<file path="config.mk">
export PLATFORM = sky130hd
export DESIGN_NAME = vsd_top
export DESIGN_NICKNAME = d
export VERILOG_FILES = /design/src/rtl/vsd_pkg.sv /design/src/rtl/vsd_sync_sampler.sv /design/src/rtl/vsd_line_blank.sv /design/src/rtl/vsd_top.sv
export SDC_FILE = /design/constraint.sdc
export NUM_CORES = 1
export LEC_CHECK = 0
export BUFFER_PORTS_ARGS = -buffer_cell sky130_fd_sc_hd__buf_2
export CORE_AREA = 2 2 49 51
export CTS_BUF_LIST = sky130_fd_sc_hd__clkbuf_2
export DETAILED_ROUTE_END_ITERATION = 12
export DIE_AREA = 0 0 51 53
export PLACE_DENSITY = 0.75
export SYNTH_ARGS = -nofsm -noshare
export SYNTH_HDL_FRONTEND = slang
export SYNTH_SLANG_ARGS = --single-unit
</file>
<file path="constraint.sdc">
create_clock -name clk -period 2.3 [get_ports clk]
set_input_delay 0.23 -clock clk [delete_from_list [all_inputs] [get_ports clk]]
set_output_delay 0.23 -clock clk [all_outputs]
set_load 0.05 [all_outputs]
</file>
<file path="src/rtl/vsd_pkg.sv">
package vsd_pkg;

  typedef enum logic [1:0] {
    TM_FLAGS       = 2'd0,
    TM_FIELD_HLOW  = 2'd1,
    TM_HV_PAIR     = 2'd2,
    TM_FIELD_HHIGH = 2'd3
  } tmode_e;

  typedef struct packed {
    logic hs_lvl;
    logic fv_lvl;
    logic hs_fall;
    logic fv_fall;
    logic fv_flip;
  } sync_view_t;

  typedef struct packed {
    logic vstart;
    logic odd;
    logic lstart;
  } decode_t;

  // Field/line start rules for each sync convention
  function automatic decode_t decode_rule(input tmode_e m, input sync_view_t s);
    decode_t d;
    d.lstart = s.hs_fall;
    d.odd    = ~s.fv_lvl;
    d.vstart = 1'b0;
    case (m)
      TM_FLAGS:      d.vstart = s.fv_flip;
      TM_FIELD_HLOW: d.vstart = s.fv_flip & ~s.hs_lvl;
      TM_HV_PAIR: begin
        d.vstart = s.fv_fall & (s.hs_fall | s.hs_lvl);
        d.odd    = s.hs_fall;
      end
      default:       d.vstart = s.fv_flip & s.hs_lvl;
    endcase
    return d;
  endfunction

endpackage

</file>
<file path="src/rtl/vsd_sync_sampler.sv">
module vsd_sync_sampler
  import vsd_pkg::*;
(
  input  logic       clk,
  input  logic       rst_n,
  input  logic       hs_in,
  input  logic       fv_in,
  input  logic       blank_n_in,
  output sync_view_t view,
  output logic       blank_n_q
);

  logic hs_q, hs_p, fv_q, fv_p;

  always_ff @(posedge clk or negedge rst_n) begin
    if (!rst_n) begin
      hs_q      <= 1'b1;
      hs_p      <= 1'b1;
      fv_q      <= 1'b1;
      fv_p      <= 1'b1;
      blank_n_q <= 1'b0;
    end else begin
      hs_q      <= hs_in;
      hs_p      <= hs_q;
      fv_q      <= fv_in;
      fv_p      <= fv_q;
      blank_n_q <= blank_n_in;
    end
  end

  assign view.hs_lvl  = hs_q;
  assign view.fv_lvl  = fv_q;
  assign view.hs_fall = hs_p & ~hs_q;
  assign view.fv_fall = fv_p & ~fv_q;
  assign view.fv_flip = fv_p ^ fv_q;

  // a falling edge seen once cannot be seen again on the next sample
  a_r2_fall_once: assert property (@(posedge clk) disable iff (!rst_n)
    view.hs_fall |=> !view.hs_fall);

endmodule

</file>
<file path="src/rtl/vsd_line_blank.sv">
module vsd_line_blank #(
  parameter int LINE_W      = 10,
  parameter int BLANK_LINES = 20
) (
  input  logic clk,
  input  logic rst_n,
  input  logic clr,
  input  logic inc,
  input  logic ext_sel,
  input  logic ext_blank_n,
  output logic active
);

  localparam logic [LINE_W-1:0] CNT_MAX = '1;
  localparam logic [LINE_W-1:0] BL_LIM  = LINE_W'(BLANK_LINES);

  logic [LINE_W-1:0] cnt;
  logic              int_active;

  always_ff @(posedge clk or negedge rst_n) begin
    if (!rst_n)                      cnt <= '0;
    else if (clr)                    cnt <= '0;
    else if (inc && cnt != CNT_MAX)  cnt <= cnt + LINE_W'(1);
  end

  assign int_active = (cnt >= BL_LIM);
  assign active     = ext_sel ? ext_blank_n : int_active;

  // without a clear, internal enable never drops back (saturation, no wrap)
  a_r7_no_wrap: assert property (@(posedge clk) disable iff (!rst_n)
    (active && !ext_sel && !clr) |=> (active || ext_sel));

endmodule

</file>
<file path="src/rtl/vsd_top.sv">
module vsd_top
  import vsd_pkg::*;
#(
  parameter int LINE_W      = 10,
  parameter int BLANK_LINES = 20
) (
  input  logic       clk,
  input  logic       rst_n,
  input  logic       cfg_we,
  input  logic       cfg_master_in,
  input  logic [1:0] cfg_mode_in,
  input  logic       cfg_blank_en_in,
  input  logic       hs_in,
  input  logic       fv_in,
  input  logic       blank_n_in,
  input  logic       int_h,
  input  logic       int_v,
  input  logic       int_f,
  output logic       hs_out,
  output logic       blank_out,
  output logic       fv_out,
  output logic       field_odd,
  output logic       frame_start,
  output logic       line_start,
  output logic       active_en
);

  logic       cfg_master;
  tmode_e     cfg_mode;
  logic       cfg_blank_en;
  sync_view_t view;
  logic       blank_n_q;
  decode_t    dec_raw;
  logic       ev_frame, ev_line;

  // Configuration register
  always_ff @(posedge clk or negedge rst_n) begin
    if (!rst_n) begin
      cfg_master   <= 1'b0;
      cfg_mode     <= TM_FLAGS;
      cfg_blank_en <= 1'b0;
    end else if (cfg_we) begin
      cfg_master   <= cfg_master_in;
      cfg_mode     <= tmode_e'(cfg_mode_in);
      cfg_blank_en <= cfg_blank_en_in;
    end
  end

  vsd_sync_sampler u_smp (
    .clk       (clk),
    .rst_n     (rst_n),
    .hs_in     (hs_in),
    .fv_in     (fv_in),
    .blank_n_in(blank_n_in),
    .view      (view),
    .blank_n_q (blank_n_q)
  );

  assign dec_raw  = decode_rule(cfg_mode, view);
  assign ev_frame = dec_raw.vstart & ~cfg_master;
  assign ev_line  = dec_raw.lstart & ~cfg_master;

  always_ff @(posedge clk or negedge rst_n) begin
    if (!rst_n) begin
      frame_start <= 1'b0;
      line_start  <= 1'b0;
      field_odd   <= 1'b0;
    end else begin
      frame_start <= ev_frame;
      line_start  <= ev_line;
      if (ev_frame) field_odd <= dec_raw.odd;
    end
  end

  // Pin drive: internal flags in master, idle high in slave
  always_ff @(posedge clk or negedge rst_n) begin
    if (!rst_n) begin
      hs_out    <= 1'b1;
      blank_out <= 1'b1;
      fv_out    <= 1'b1;
    end else begin
      hs_out    <= cfg_master ? int_h : 1'b1;
      blank_out <= cfg_master ? int_v : 1'b1;
      fv_out    <= cfg_master ? int_f : 1'b1;
    end
  end

  vsd_line_blank #(.LINE_W(LINE_W), .BLANK_LINES(BLANK_LINES)) u_lb (
    .clk        (clk),
    .rst_n      (rst_n),
    .clr        (ev_frame),
    .inc        (ev_line),
    .ext_sel    (cfg_blank_en),
    .ext_blank_n(blank_n_q),
    .active     (active_en)
  );

  // master pins carry the internal flags one clock later
  a_r9_pins_follow: assert property (@(posedge clk) disable iff (!rst_n)
    $past(cfg_master) |-> (hs_out == $past(int_h) && blank_out == $past(int_v)
                           && fv_out == $past(int_f)));

  // slave pins idle high
  a_r9_slave_idle: assert property (@(posedge clk) disable iff (!rst_n)
    !$past(cfg_master) |-> (hs_out && blank_out && fv_out));

  // no decoded events in master operation
  a_r9_master_quiet: assert property (@(posedge clk) disable iff (!rst_n)
    $past(cfg_master) |-> (!frame_start && !line_start));

  if (BLANK_LINES > 0) begin : g_blank_chk
    // a frame start always leaves the internal enable blanked
    a_r7_frame_blanks: assert property (@(posedge clk) disable iff (!rst_n)
      (frame_start && !cfg_blank_en) |-> !active_en);
  end

endmodule

</file>
After elaboration in Yosys (flattened, before gate mapping)
Index checks and enable logic that the tools add are counted.
{"block": "word_totals", "register_bits": 25, "in_bits": 13, "out_inout_bits": 7, "wordCells": 43}
{"block": "classes", "addsub": 1, "magnitude_cmp": 1, "n_eq_ne": 3, "n_mux": 8, "n_bitwise": 12, "reduce_logical": 3}
{"cell": "2-to-1 mux 10 bit", "n": 2}
{"cell": "adder 10 x 1 -> 10 bit (second input constant)", "n": 1}
{"cell": "greater-or-equal comparator 10 x 5 -> 1 bit (second input constant)", "n": 1}
{"cell": "!= test 10 bit (second input constant)", "n": 1}
{"cell": "bitwise AND 1 bit", "n": 7}
{"cell": "2-to-1 mux 1 bit", "n": 5}
{"cell": "NOT 1 bit", "n": 3}
{"cell": "one-hot mux 1 bit (3 select lines)", "n": 1}
{"cell": "equality test 2 x 1 -> 1 bit (second input constant)", "n": 1}
{"cell": "equality test 2 bit (second input constant)", "n": 1}
{"cell": "zero test 2 bit", "n": 1}
{"cell": "nonzero test 2 bit", "n": 1}
{"cell": "logical AND 1 bit", "n": 1}
{"cell": "OR 1 bit", "n": 1}
{"cell": "XOR 1 bit", "n": 1}

Depth between registers and ports, before layout
Gate-level depths: netlist of run 1.
{"block": "depth", "depth_word": 7, "mapped_depth": 7, "ltp_nobuf": 6}

Modules after synthesis
Synthesis of run 1 repeated with hierarchy kept, for this count alone.
{"block": "hier_totals", "hier_cells": 111, "area_unflattened_um2": 1247.4}
{"mod": "vsd_line_blank", "n_inst": 1, "cells_per_inst": 73, "area_per_inst_um2": 675.6, "seq_area_each_um2": 250.2}
{"mod": "vsd_top", "n_inst": 1, "cells_per_inst": 27, "area_per_inst_um2": 392.9, "seq_area_each_um2": 254.0}
{"mod": "vsd_sync_sampler", "n_inst": 1, "cells_per_inst": 11, "area_per_inst_um2": 178.9, "seq_area_each_um2": 130.1}

Worst setup path before layout of run 1
Ideal clock, no wire load.
{"block": "synth_timing", "path_type": "reg2reg", "start": "register u_smp.fv_q", "end": "register field_odd", "setup_ns": 0.125, "arrival_time_ns": 1.640, "required_ns": 2.175, "setup_slack_ns": 0.535, "stages_incl_launch_ff": 7, "path_buffers": 0, "synth_period_minus_slack_ns": 1.765, "cell_sequence": "dfstp_2 > inv_1 > ha_1 > nor2b_1 > o21ai_1 > a311oi_2 > mux2_2"}
{"block": "synth_between", "elab_chain_cells": 5, "word_cells_on_any_way": 9, "classes_between": "2 x mux; 7 x bitwise"}
{"element": "start: declaration", "line_no": "vsd_sync_sampler.sv:13", "source": "logic hs_q, hs_p, fv_q, fv_p;"}
{"element": "start signal: assignment", "line_no": "vsd_sync_sampler.sv:25", "source": "fv_q <= fv_in;"}
{"element": "NOT 1 bit", "line_no": "vsd_pkg.sv:28, vsd_sync_sampler.sv:34"}
{"element": "bitwise AND 1 bit", "line_no": "vsd_sync_sampler.sv:34", "source": "assign view.fv_fall = fv_p & ~fv_q;"}
{"element": "bitwise AND 1 bit", "line_no": "vsd_pkg.sv:34", "source": "d.vstart = s.fv_fall & (s.hs_fall | s.hs_lvl);"}
{"element": "one-hot mux 1 bit (3 select lines)", "line_no": "vsd_pkg.sv:30", "source": "case (m)"}
{"element": "bitwise AND 1 bit", "line_no": "vsd_top.sv:60", "source": "assign ev_frame = dec_raw.vstart & ~cfg_master;"}
{"element": "end signal: assignment", "line_no": "vsd_top.sv:71", "source": "if (ev_frame) field_odd <= dec_raw.odd;"}
{"element": "end: declaration", "line_no": "vsd_top.sv:22", "source": "output logic field_odd,"}
Parallel ways exist; a longest one is shown, timed or not.
A chain may end at the register's enable or synchronous reset.

Final worst setup path of run 1
{"block": "layout_timing", "start": "register u_lb.cnt[7]", "end": "output port active_en"}
{"block": "layout_between", "elab_chain_cells": 2}
{"element": "start: declaration", "line_no": "vsd_line_blank.sv:17", "source": "logic [LINE_W-1:0] cnt;"}
{"element": "start signal: assignment", "line_no": "vsd_line_blank.sv:23", "source": "else if (inc && cnt != CNT_MAX) cnt <= cnt + LINE_W'(1);"}
{"element": "greater-or-equal comparator 10 x 5 -> 1 bit", "line_no": "vsd_line_blank.sv:26", "source": "assign int_active = (cnt >= BL_LIM);"}
{"element": "2-to-1 mux 1 bit", "line_no": "vsd_line_blank.sv:27", "source": "assign active = ext_sel ? ext_blank_n : int_active;"}
{"element": "end: declaration", "line_no": "vsd_top.sv:25", "source": "output logic active_en"}
No other way between the ends.

==> summary.md, run 1 <==
| Metric | Value |
|---|---|
| Outcome | finished clean |
| Area of the multi-input gates | ~530 um^2 |
| Total chip power | 0.876 mW |
| Syn_nets | 121 |
| Final Hold Vio Count | 0 |
| Largest registers | u_lb.cnt (10), cfg_mode (2) |
| Iter 0 DRT Violations | 5 |
| Total grt overflow | 0 |
| ANT cells | 0 |
| Initial antenna violation count | 0 |
| CTS max path bufs | 2 |
| Max Cap Violations | 0 |
| Worst setup SP type | flop |
| First-pass GRT wire length | 3770 um |
| Via Count | 877 |
| Fraction of registers with async set/reset | 1.00 |
| Final WL | about 2200 um |
| Total track usage | 0.194 |
| Most frequent cells in the layout | 19 x buf_2, 18 x dfrtp_1, 8 x nor2_1 |
| Crit-path max cell delay | between 0.4 and 0.5 ns |
| CTS buffer count | 3 |
| Seq/Total Area, Yosys | 0.531 |
| Library cells used by synthesis | 38 |
| Dpl cells | 152 |
| CP Class | flop to output pin |
| Met2 Routed Length | 1060 um |
| Crit path DAT | 1.60 ns |
| Sink Count | 25 |
| Worst Hold Class | primary input to flop |
| Max Slew Vio Count | 0 |
| Die height | 53 um |
| Cell Area, Synth | 1190 um^2 |
| Highest Clock Rate | 546 MHz |
| Post-Syn Area per Cell | 11.4 um^2 |
| DP Wirelength | 1600 um |
| P&R area growth vs syn | 16.1% |
| Die Area | 2700 um^2 |
| Register area | approximately 630 um^2 |
| Avg WL per Cell | 13.7 um |
| Layout cells sized above 1 | 0.341 |
| Initial Util | 0.556 |
| TritonRoute pass-1 iters | 4 |
| Top layer in use | met4 |
| YS warnings | 0 |
| Gates resized, CTS repair | 0 |
| PortBufs | 19 |
| R2R Setup Slk | 0.47 ns |
| DR DRC count | 0 |
| Root Driver | clkbuf_2 |
| Die X | 51 um |
| H-tree lvl count | 1 |
| Post-synth EDFFs | 0 |
| Most common cell after layout, fill and taps aside | buf_2 |
| Slowest-stage cell, CP | dfrtp_1 |
| Leakage power | 0.621 nW |
| Crit-path cells | nor4_1 -> nand2_1 -> nor3_1 -> a21oi_1 -> buf_2 |
| TritonCTS clock tree | built |
| IO Count | 20 |
| Via/cell ratio | 5.48 |
| Cells after Synth | approximately 110 |
| Largest Register | u_lb.cnt |
| Fin crit share | 0.797 |
| RSZ-0062 raised after global routing | false |
| Largest register FFs | 10 |
| Finish-stage setup viols | 0 |
| Cell Pwr Density | 632 nW/um^2 |
| Fin nets | 149 |
| Post-route insts no fill | 160 |
| Vias in the first global route | 855 |
| WL met3 | 96 um |
| Least-Margin Pin Slew | 0.534 ns |
| Setup TNS | 0 ns |
| Clk slew on worst S/H paths | roughly 0.22 ns |
| Clock latency on the worst-skew pair | 0.33 ns |
| Ys flop type | dfrtp_1 |
| Routability cong. | 0.821 |
| Skew final | between 0.0015 and 0.002 ns |
| Max_slew headroom | 0.644 |
| Worst VDD drop | 0.393 mV |
| Core Area | around 2100 um^2 |
| Worst Setup End Kind | output pin |
| Final period demand of the worst path | 1.83 ns |
| Setup bufs post-CTS | 0 |
| Worst-path fanout max | 7 |
| Site Rows | 17 |
| Pin count of the biggest net entering global routing | 26 |
| Post-synthesis register bit count | 25 |
| Crit path required time | 2.07 ns |
| # hold bufs at CTS | 4 |
| Filler Cell Count | between 150 and 200 |
| Met1 Routed Length | 1010 um |
| Detail Route Antenna Nets | 0 |
## stage by stage
| step | setup slack, ns | util | hold WS [ns] | cell area [um^2] |
|---|---|---|---|---|
| final | 0.468 | 0.646 | 0.0671 | 1390 |
| after global routing | 0.309 | 0.646 | 0.0466 | 1390 |
| after CTS | 0.452 | 0.646 | 0.0535 | 1390 |
| after detailed placement | 0.475 | 0.618 | 0.238 | 1330 |
| after global placement | 0.540 | 0.618 | 0.240 | 1330 |
| after floorplan | 0.535 | - | -0.0656 | 1190 |
## worst paths after layout
| check | start | cells past startpoint | to |
|---|---|---|---|
| worst max-delay path | u_lb.cnt[7]$_DFFE_PN0P_ | 5 | active_en |
| worst min-delay path | int_h | 2 | hs_out$_DFF_PN1_ |
| worst max register to register | u_smp.fv_q$_DFF_PN1_ | 6 | field_odd$_DFFE_PN0P_ |
| worst min register to register | u_smp.fv_q$_DFF_PN1_ | 0 | u_smp.fv_p$_DFF_PN1_ |
| max in group asynchronous | rst_n | 2 | u_smp.fv_q$_DFF_PN1_ |
| min in group asynchronous | rst_n | 2 | line_start$_DFF_PN0_ |
## logic make-up after synthesis
family | count (synthesis) | share of synthesized area
fa+ha+maj | 3 | 0.0314
buf+inv | 8 | 0.0262
flops | 25 | 0.531
mux | 7 | 0.0639
compound gates | 14 | 0.0827
xor+xnor | 1 | 0.00733
simple gates | 47 | 0.258
## cells in the mapped netlist, types with 2 or more instances
cell type | number | area (um^2)
nor3_2 | 2 | 20.0
dfrtp_1 | 18 | 450
nor3_1 | 4 | 20.0
nor4_1 | 2 | 12.5
and3_1 | 2 | 12.5
mux2i_1 | 2 | 20.0
inv_1 | 7 | 26.3
nand2_1 | 5 | 18.8
nand4_1 | 3 | 18.8
a21oi_1 | 7 | 35.0
dfstp_2 | 7 | 184
nor2b_1 | 3 | 18.8
nor2_1 | 8 | 30.0
nand2b_1 | 4 | 25.0
ha_1 | 3 | 37.5
nand3_1 | 2 | 10.0
mux2_2 | 5 | 56.3
## cell type report
type	instances	area share
flip-flops and latches	25	0.457
multi-input cells	72	0.381
repair buffers	24	0.103
well taps	28	0.0252
inverters	7	0.0189
clock buffers	4	0.0144
## power breakdown
group	total [mW]	leakage (nW)	switching [mW]	internal, mW
Sequential	0.515	0.308	0.0319	0.483
Combinational	0.191	0.296	0.124	0.0671
Clock	0.170	0.0166	0.124	0.0460
Total	0.876	0.621	0.281	0.596
## routing by layer
layer | vias to the layer above | global-route usage
li1 | 430 | -
met1 | 419 | 0.247
met2 | 22 | 0.320
met3 | 6 | 0.0424
met4 | 0 | 0.0766
met5 | - | 0
## worst max-delay path, delay by kind of cell, from the launching register on
family	cells	cell delay [ns]
compound gates	1	0.06
simple gates	3	0.52
flops	1	0.48
buf+inv	1	0.21
No activity file was read; power rests on OpenSTA's default activity.
==> inputs of run 2 (changes only) <==
==> constraint.sdc (replaced) <==
create_clock -name clk -period 1.9 [get_ports clk]
set_input_delay 0.19 -clock clk [delete_from_list [all_inputs] [get_ports clk]]
set_output_delay 0.19 -clock clk [all_outputs]
set_load 0.05 [all_outputs]
==> run 2 against run 1 <==
Compared with the run above: global-route usage shrank 0.26 points; sequential power grew 21%; via count grew 0.34%; wire length grew 0.14%; final cell count grew 0.63%; clock power grew 22%; critical path depth grew 1; design area grew 1.1%; worst hold slack lost 0.041 ns; critical path type is now flop to flop; highest routed layer unchanged.
==> summary.md, run 2 (synthesis gave the netlist of run 1 again) <==
| Metric | Value |
|---|---|
| Top layer in use | met4 |
| ANT cells | 0 |
| Combinational share of power | 0.219 |
| Core Area | approximately 2100 um^2 |
| First-pass GRT wire length | 3750 um |
| IO Count | 20 |
| Worst setup SP type | flop |
| Finish-stage setup viols | 0 |
| Die X | around 51 um |
| Site Rows | 17 |
| Clk slew on worst S/H paths | between 0.2 and 0.25 ns |
| Die height | 53 um |
| Final Hold Vio Count | 0 |
| Max Slew Vio Count | 0 |
| Final WL | between 2000 and 2500 um |
| CP Class | flop to flop |
| Met2 Routed Length | 1060 um |
| Avg WL per Cell | around 14 um |
| Crit path DAT | 2.06 ns |
| PortBufs | 19 |
| Total grt overflow | 0 |
| RSZ-0062 raised after global routing | false |
| Least-Margin Pin Slew | approximately 0.52 ns |
| Layout cells sized above 1 | 0.361 |
| Leakage power | 0.625 nW |
| Pre-CTS WS | 0.0897 ns |
| Crit path required time | roughly 2.2 ns |
| Vias in the first global route | roughly 830 |
| Clock power share | 0.195 |
| Sink Count | 25 |
| H-tree lvl count | 1 |
| P&R area growth vs syn | 17.4% |
| Final period demand of the worst path | 1.81 ns |
| Pint | a little over 0.7 mW |
| Iter 0 DRT Violations | 16 |
| Worst-path fanout max | 2 |
| Largest Register | u_lb.cnt |
| Max Cap Violations | 0 |
| Worst Setup End Kind | flop |
| Fin nets | 150 |
| Total track usage | 0.191 |
| Root Driver | clkbuf_2 |
| Fin crit share | 0.952 |
| Post-layout util | 0.653 |
| Die Area | 2700 um^2 |
| Crit-path max cell delay | ~0.58 ns |
| DP Wirelength | 1600 um |
| WL met3 | 84 um |
| TritonCTS clock tree | built |
| Sw Ratio | 0.321 |
| Detail Route Antenna Nets | 0 |
| Setup TNS | 0 ns |
| Slowest-stage cell, CP | dfstp_2 |
| Largest register FFs | 10 |
| Sequential power share | 0.586 |
| Most common cell after layout, fill and taps aside | buf_2 |
| CTS buffer count | 3 |
| Initial Util | 0.556 |
| Largest registers | u_lb.cnt (10), cfg_mode (2) |
| DR DRC count | 0 |
| Outcome | finished clean |
| Clock latency on the worst-skew pair | 0.33 ns |
| Via/cell ratio | 5.47 |
| Skew final | 0.00242 ns |
| Routability cong. | 0.821 |
| Worst VDD drop | 0.484 mV |
| CTS max path bufs | 2 |
| Net Sw Power | 0.342 mW |
| Pin count of the biggest net entering global routing | 26 |
| Worst Hold Class | primary input to flop |
| Filler Cell Count | 192 |
| Max_slew headroom | 0.652 |
| TritonRoute pass-1 iters | 4 |
| Crit-path cells | inv_1 -> ha_1 -> a21oi_1 -> nor2_1 -> a311oi_2 -> mux2_2 |
| Most frequent cells in the layout | 19 x buf_2, 17 x dfrtp_1, 8 x nor2_1 |
| Via Count | 880 |
| Highest Clock Rate | 553 MHz |
| Setup ws final | 0.0918 ns |
| WHS | 0.0265 ns |
| Cell Pwr Density | 759 nW/um^2 |
| Initial antenna violation count | 0 |
| Met1 Routed Length | 1030 um |
## run 2: cell count changes in the layout (fill, tap and decap cells not counted)
cell,before,now
nor4_2,0,1
nor4_1,2,1
dfrtp_1,18,17
buf_4,1,2
dfrtp_2,0,1
## run 2: layer usage
metal / vias up / global-route usage
met5: - / 0
met4: 0 / 0.0676
met3: 4 / 0.0395
met2: 18 / 0.318
met1: 424 / 0.247
li1: 434 / -
## run 2: per-stage QoR
step                      cells  cell area, um^2  power, mW
final                       161             1400       1.06
after global routing        161             1400       1.12
after detailed placement    152             1330      0.863
after global placement      152             1330      0.847
after CTS                   160             1390       1.08
after floorplan             105             1190      0.784
## run 2: path summary, 6_finish.rpt
check | from | depth (start not counted) | slack [ns] | end
worst max-delay path | u_smp.fv_q$_DFF_PN1_ | 6 | 0.09 | field_odd$_DFFE_PN0P_
worst min-delay path | int_h | 2 | 0.03 | hs_out$_DFF_PN1_
worst max register to register | u_smp.fv_q$_DFF_PN1_ | 6 | 0.09 | field_odd$_DFFE_PN0P_
worst min register to register | u_smp.hs_q$_DFF_PN1_ | 0 | 0.42 | u_smp.hs_p$_DFF_PN1_
max in group asynchronous | rst_n | 2 | 1.21 | u_lb.cnt[7]$_DFFE_PN0P_
min in group asynchronous | rst_n | 2 | 0.32 | u_lb.cnt[5]$_DFFE_PN0P_
## run 2: cell type report
class,instances,area (um^2),area share
timing repair buffer,25,150,0.107
inverter,7,26.3,0.0187
multi-input combinational,72,536,0.382
clock buffer,4,20.0,0.0143
sequential,25,636,0.453
tap,28,35.0,0.0250
## run 2: worst max-delay path: cells and delay by family (launching register included)
family	cells	cell delay, ns
compound gates	2	0.42
fa+ha+maj	1	0.28
buf+inv	1	0.04
flops	1	0.58
mux	1	0.36
simple gates	1	0.06
## run 2: power groups by stage
stage	Sequential, mW	Clock [mW]	Combinational [mW]
floorplan	0.685	0	0.0991
global placement	0.630	0	0.218
detailed placement	0.633	0	0.229
CTS	0.625	0.216	0.236
global route	0.631	0.229	0.256
finish	0.624	0.208	0.233
## run 2: repair_timing
action / 4_1_cts / 5_1_grt
resized for setup: 0 / 2
setup endpoints to repair: 0 / 7
hold endpoints to repair: 21 / 0
setup buffers: 0 / 1
hold buffers: 4 / 0
